`src/rtl/idf_pkg.sv`:
```
package idf_pkg;

  typedef enum logic {
    PAIR_EXACT  = 1'b0,
    PAIR_MASKED = 1'b1
  } pair_mode_e;

endpackage

```
`src/rtl/idf_pair.sv`:
```
module idf_pair #(
  parameter int ID_W = 6
) (
  input  logic [ID_W-1:0] hdr_id,
  input  logic [ID_W-1:0] val_even,
  input  logic [ID_W-1:0] val_odd,
  input  logic            en_even,
  input  logic            en_odd,
  input  logic            mode_bit,
  output logic            hit_even,
  output logic            hit_odd
);
  import idf_pkg::*;

  function automatic logic exact_eq(input logic [ID_W-1:0] a, input logic [ID_W-1:0] b);
    return (a == b);
  endfunction

  function automatic logic masked_eq(input logic [ID_W-1:0] a,
                                     input logic [ID_W-1:0] ref_id,
                                     input logic [ID_W-1:0] care);
    return (((a ^ ref_id) & care) == '0);
  endfunction

  pair_mode_e mode;
  logic       even_exact_ok;
  logic       odd_exact_ok;
  logic       even_masked_ok;

  assign mode           = pair_mode_e'(mode_bit);
  assign even_exact_ok  = exact_eq(hdr_id, val_even);
  assign odd_exact_ok   = exact_eq(hdr_id, val_odd);
  assign even_masked_ok = masked_eq(hdr_id, val_even, val_odd);

  always_comb begin
    hit_even = 1'b0;
    hit_odd  = 1'b0;
    unique case (mode)
      PAIR_EXACT: begin
        hit_even = en_even & even_exact_ok;
        hit_odd  = en_odd  & odd_exact_ok;
      end
      PAIR_MASKED: begin
        hit_even = en_even & even_masked_ok;
        hit_odd  = 1'b0;
      end
      default: begin
        hit_even = 1'b0;
        hit_odd  = 1'b0;
      end
    endcase
  end

  // The odd filter of a masked pair is a mask and has no hit of its own
  always_comb begin
    if (mode == PAIR_MASKED)
      assert_odd_silent_masked_R4: assert (!hit_odd);
  end

  // A disabled identifier register never produces a hit
  always_comb begin
    if (!en_even)
      assert_disabled_even_quiet_R5: assert (!hit_even);
    if (!en_odd)
      assert_disabled_odd_quiet_R5: assert (!hit_odd);
  end

endmodule

```
`src/rtl/idf_prio.sv`:
```
module idf_prio #(
  parameter int N     = 8,
  parameter int IDX_W = $clog2(N)
) (
  input  logic [N-1:0]     req,
  output logic             any,
  output logic [IDX_W-1:0] idx,
  output logic [N-1:0]     grant
);

  always_comb begin
    idx   = '0;
    grant = '0;
    for (int i = N - 1; i >= 0; i--) begin
      if (req[i]) begin
        idx   = IDX_W'(i);
        grant = N'(1) << i;
      end
    end
  end

  assign any = |req;

  // At most one filter is granted, and it is one that requested
  always_comb begin
    assert_single_grant_R6: assert ($onehot0(grant));
    assert_grant_is_request_R6: assert ((grant & ~req) == '0);
    assert_grant_when_any_R6: assert (any == (grant != '0));
  end

endmodule

```
`src/rtl/idfilt_bank.sv`:
```
module idfilt_bank #(
  parameter int ID_W   = 6,
  parameter int N_FILT = 8,
  localparam int N_PAIR = N_FILT / 2,
  localparam int IDX_W  = $clog2(N_FILT)
) (
  input  logic                   clk,
  input  logic                   rst_n,
  input  logic                   hdr_valid,
  input  logic [ID_W-1:0]        hdr_id,
  input  logic [N_FILT*ID_W-1:0] filt_val,
  input  logic [N_FILT-1:0]      filt_en,
  input  logic [N_PAIR-1:0]      pair_mask_mode,
  output logic                   match_hit,
  output logic [IDX_W-1:0]       match_idx
);

  logic [N_FILT-1:0] raw_hit;
  logic              any_hit;
  logic [IDX_W-1:0]  win_idx;
  logic [N_FILT-1:0] win_grant;

  for (genvar p = 0; p < N_PAIR; p++) begin : g_pair
    idf_pair #(.ID_W(ID_W)) u_pair (
      .hdr_id   (hdr_id),
      .val_even (filt_val[(2*p)*ID_W +: ID_W]),
      .val_odd  (filt_val[(2*p+1)*ID_W +: ID_W]),
      .en_even  (filt_en[2*p]),
      .en_odd   (filt_en[2*p+1]),
      .mode_bit (pair_mask_mode[p]),
      .hit_even (raw_hit[2*p]),
      .hit_odd  (raw_hit[2*p+1])
    );
  end

  idf_prio #(.N(N_FILT), .IDX_W(IDX_W)) u_prio (
    .req   (raw_hit),
    .any   (any_hit),
    .idx   (win_idx),
    .grant (win_grant)
  );

  always_ff @(posedge clk) begin
    if (!rst_n) begin
      match_hit <= 1'b0;
      match_idx <= '0;
    end else if (hdr_valid && any_hit) begin
      match_hit <= 1'b1;
      match_idx <= win_idx;
    end else begin
      match_hit <= 1'b0;
      match_idx <= '0;
    end
  end

  // A hit only follows a strobe in the previous clock
  assert_quiet_without_strobe_R8: assert property (
    @(posedge clk) disable iff (!rst_n) !hdr_valid |=> !match_hit);

  // A miss reports index zero
  assert_idx_zero_on_miss_R7: assert property (
    @(posedge clk) disable iff (!rst_n) !match_hit |-> (match_idx == '0));

  // A strobe that some filter accepts shows up as a hit one clock later
  assert_hit_follows_accept_R8: assert property (
    @(posedge clk) disable iff (!rst_n) (hdr_valid && (win_grant != '0)) |=> match_hit);

endmodule

```
`config.mk`:
```
export PLATFORM = sky130hd
export DESIGN_NAME = idfilt_bank
export DESIGN_NICKNAME = d
export VERILOG_FILES = /design/src/rtl/idf_pkg.sv /design/src/rtl/idf_pair.sv /design/src/rtl/idf_prio.sv /design/src/rtl/idfilt_bank.sv
export SDC_FILE = /design/constraint.sdc
export NUM_CORES = 1
export LEC_CHECK = 0
export BUFFER_PORTS_ARGS = -buffer_cell sky130_fd_sc_hd__buf_2
export CORE_ASPECT_RATIO = 1.75
export CORE_UTILIZATION = 30
export CTS_CLUSTER_DIAMETER = 60
export DETAILED_ROUTE_END_ITERATION = 10
export PLACE_DENSITY = 0.61
export SLEW_MARGIN = 20
export SYNTH_ARGS = -nofsm -noshare
export SYNTH_HDL_FRONTEND = slang
export SYNTH_SLANG_ARGS = --single-unit
```
`constraint.sdc`:
```
create_clock -name clk -period 6.1 [get_ports clk]
set_clock_uncertainty 0.1 [all_clocks]
set_input_delay 1.83 -clock clk [delete_from_list [all_inputs] [get_ports clk]]
set_output_delay 1.83 -clock clk [all_outputs]
set_load 0.02 [all_outputs]
```
# Yosys cells after proc, flatten, opt, wreduce, memory -nomap -nowiden
# Index checks and enable logic that the tools add are counted.
# totals
regBits	4
# op_classes
n_eq_ne	8
muxes	16
n_bitwise	26
reduce_logical	9
# op_table
op	count
6-bit equality test	8
6-bit AND	4
6-bit logical NOT	4
6-bit XOR	4
1-bit one-hot mux with 2 select lines	8
1-bit AND	12
3-bit 2-to-1 mux	4
8-bit OR reduction	1
1-bit inverter	6
6-bit OR reduction	1
2-bit 2-to-1 mux	2
4-bit OR reduction	1
3-bit OR reduction	1
1-bit 2-to-1 mux	2
1-bit logical AND	1

# Logic depth before layout (Yosys ltp)
# depth
ltp_word	11
mapped_depth	8
mapped_depth_nobuf	7

# Cells and area by module
# Synthesis repeated with hierarchy kept, for this count alone.
# hier_totals
hier_cells	123
hier_area_um2	1004.7
# modules_own_cells
module	n_inst	cells_per_inst	area_per_inst_um2
idf_pair	4	23	186.4
idf_prio	1	23	145.1
idfilt_bank	1	8	113.9

# Worst setup path after synthesis
# No wires, ideal clock.
# synth_path
kind	input-to-reg
start	input port hdr_id[1]
end	register match_hit
setup_ps	59
t_arrival_ps	3231
t_required_ps	5941
path_slack_ps	2709
cell_stages	7
cell_sequence	buf_2 > xor2_1 > or4_4 > o41ai_4 > nor3_2 > nand4b_1 > and3_1
# synth_between
elab_chain_len	8
# synth_rtl
element	line	text
from (decl)	idfilt_bank.sv:10	input logic [ID_W-1:0] hdr_id,
6-bit XOR	idf_pair.sv:22	return (((a ^ ref_id) & care) == '0);
6-bit AND	idf_pair.sv:22	
6-bit logical NOT	idf_pair.sv:22	
1-bit AND	idf_pair.sv:44	hit_even = en_even & even_masked_ok;
1-bit one-hot mux with 2 select lines	idf_pair.sv:38	unique case (mode)
8-bit OR reduction (*)	idf_prio.sv:22	assign any = |req;
1-bit logical AND (*)	idfilt_bank.sv:47	end else if (hdr_valid && any_hit) begin
1-bit 2-to-1 mux (*)	idfilt_bank.sv:47	
to (signal assigned)	idfilt_bank.sv:45	match_hit <= 1'b0;
to (signal assigned)	idfilt_bank.sv:48	match_hit <= 1'b1;
to (signal assigned)	idfilt_bank.sv:51	match_hit <= 1'b0;
to (decl)	idfilt_bank.sv:14	output logic match_hit,
# Every way passes the cells marked *; elsewhere a longest branch is shown, timed or not.
# A chain may end at the register's enable or synchronous reset.

# Worst setup path after layout
# layout_path
start	input port hdr_id[0]
end	register match_hit
# Same word-level chain as after synthesis.

==> impl_metrics.csv <==
group,metric,value,unit
power_and_ir_drop,power_leakage,0.667,nW
final_layout,antenna_cells,0,
detailed_routing,wl_per_cell,12.5,um
clock_network,cts_resized,0,
detailed_routing,wirelength,2.91,mm
timing,fmax,0.301,GHz
power_and_ir_drop,p_total,167,uW
final_layout,finalInstanceArea,1380,um^2
final_layout,fill_cells,324,
die,pin_count,73,
global_route,grt_util_all_layers,18.0,%
detailed_routing,vias,1156,
place,post-place-ws,2.55,ns
die,die_area,3460,um^2
clock_network,cts.sinks,4,
die,fp.dieH,77.0,um
detailed_routing,drtPass1Iterations,5,
min_path,hold_depth,3,
worst_setup_path,startpoint_type,"input port",
detailed_routing,vias_per_cell,4.96,
yosys,ys_ff_latch,4,
clock_network,clock_tree.buffer_depth,2,
global_route,gr-total-overflow,0,
final_layout,final_cell_mix,"buf_2 (72), xor2_1 (37), xnor2_1 (11), nand2_1 (7), a21oi_1 (7)",
clock_network,h-tree-depth,1,
clock_network,ctsHoldBuffers,0,
worst_setup_path,crit_arrival,3.38,ns
timing,timing.hold.ws,1.78,ns
min_path,hold_path.class,"in -> reg",
power_and_ir_drop,ir_worst_vdd,0.0886,mV
yosys,post_synth_inst_count,122,
worst_setup_path,critPathMaxFanout,8,
min_path,min_from,"hdr_valid",
place,dp_hpwl,2.50,mm
timing,setup_viol,0,
yosys,syn_area_per_cell,7.91,um^2
final_layout,final_common_cell,"buf_2",
timing,rsz0062_at_grt,"false",
timing,slew_headroom,72.6,%
final_layout,areaGrowthSynthToFinish,42.7,%
die,start_util,32.2,%
die,num_rows,26,
yosys,syn-num-nets,191,
clock_network,cts_tree,"built",
timing,fin_crit_sh,54.4,%
final_layout,nNetsFinal,262,
global_route,grt_pass1_vias,1197,
timing,hold_viol_final,0,
clock_network,numCtsBuffers,3,
power_and_ir_drop,p_per_area,121,nW/um^2
detailed_routing,final_antenna_net_count,0,
worst_setup_path,worstSetupEndpointType,"register",
global_route,grt_pass1_wl,4.80,mm
timing,finalMaxSlewViolations,0,
place,dp_cells,230,
yosys,ys_types,29,
job,drv_cap,0,
timing,worst_pin_slew,0.404,ns
detailed_routing,drc_errors,0,
yosys,ys_warn_count,0,
yosys,synthesis.area,965,um^2
timing,setup_slack,2.78,ns
worst_setup_path,worstSetupPathType,"in -> reg",
clock_network,post_cts_buffers,0,
timing,period_minus_slack,3.32,ns
final_layout,layout.cells.non_filler,233,
timing,setup_tns,0,ns
final_layout,post-route-util,46.0,%
clock_network,cts_root_buf,"clkbuf_8",
global_route,antenna_found_initial,0,
yosys,ys_seq_area_share,8.30,%
min_path,hold_end,"match_idx[0]",
worst_setup_path,required,6.16,ns
global_route,grt_max_degree,9,
clock_network,clk_pin_slew,0.03,ns
place,gp_congestion,0.771,
place,io_buffers,72,
place,dpl_cell_area,1340,um^2
die,dieWidth,44.9,um
die,placeableCoreArea,2990,um^2
run_status,status,"complete, no violations",
detailed_routing,drt_iter0_markers,47,
final_layout,drive_gt1_share,41.4,%
==> area by class of cell <==
class	count	area (um^2)	area share [%]
Sequential cell	4	80.1	5.82
Timing Repair Buffer	72	360	26.2
Clock buffer	3	41.3	3.00
Multi-Input combinational cell	110	835	60.6
Inverter	2	7.51	0.545
Tap cell	42	52.6	3.82
==> power breakdown <==
part,internal [mW],switching (mW)
clock,0.0420,0.0131
sequential,0.0271,0.000125
combinational,0.0407,0.0441
total,0.110,0.0572
==> cells in the mapped netlist (all sizes together) <==
cell type,number,area [um^2]
nand3,3,15.0
dfxtp,4,80.1
o311ai,1,8.76
a31oi,1,6.26
a21oi,7,35.0
or4,1,11.3
inv,2,7.51
nand3b,1,7.51
nand4,5,31.3
nand4b,1,8.76
and3,3,18.8
xor2,37,324
nor3b,2,15.0
nor3,7,40.0
nand2,7,26.3
xnor2,11,96.3
nor4,5,46.3
a222oi,3,30.0
nor2,2,7.51
o21ai,1,5.00
o22ai,1,6.26
nor2b,1,6.26
o41ai,1,27.5
a22oi,4,30.0
nand2b,5,31.3
buf,6,42.5
==> sequential cells by signal (all words and copies together) (netlist names) <==
register	flops
match_hit	1
match_idx	3
==> logic make-up after synthesis <==
logic type      share of synthesized area (%)
xor+xnor                                 43.6
simple gates                             27.5
compound gates                           15.4
buf+inv                                  5.19
flops                                    8.30
==> per-layer routing <==
layer  share of wire (%)  vias to the layer above  global-route usage (%)
met3                 5.1                        6                    2.59
met2                  54                       48                    33.7
met1                  39                      526                    19.5
met4                 1.3                        0                    5.15
li1                    -                      576                       -
met5                   0                        -                       0
==> worst max-delay path by stage <==
stage,start,end,slack (ns),depth (start not counted)
floorplan,hdr_id[1],match_hit,2.71,7
global placement,hdr_id[0],match_hit,2.58,7
detailed placement,hdr_id[0],match_hit,2.55,7
CTS,hdr_id[0],match_hit,2.78,7
global route,hdr_id[0],match_hit,2.67,7
finish,hdr_id[0],match_hit,2.78,7
==> critical path, cell delays in order <==
cell,delay (ns)
buf_2,0.18
xor2_1,0.19
or4_4,0.55
o41ai_4,0.28
nor3_2,0.10
nand4b_1,0.09
and3_1,0.15
No activity file was read; power rests on OpenSTA's default activity.
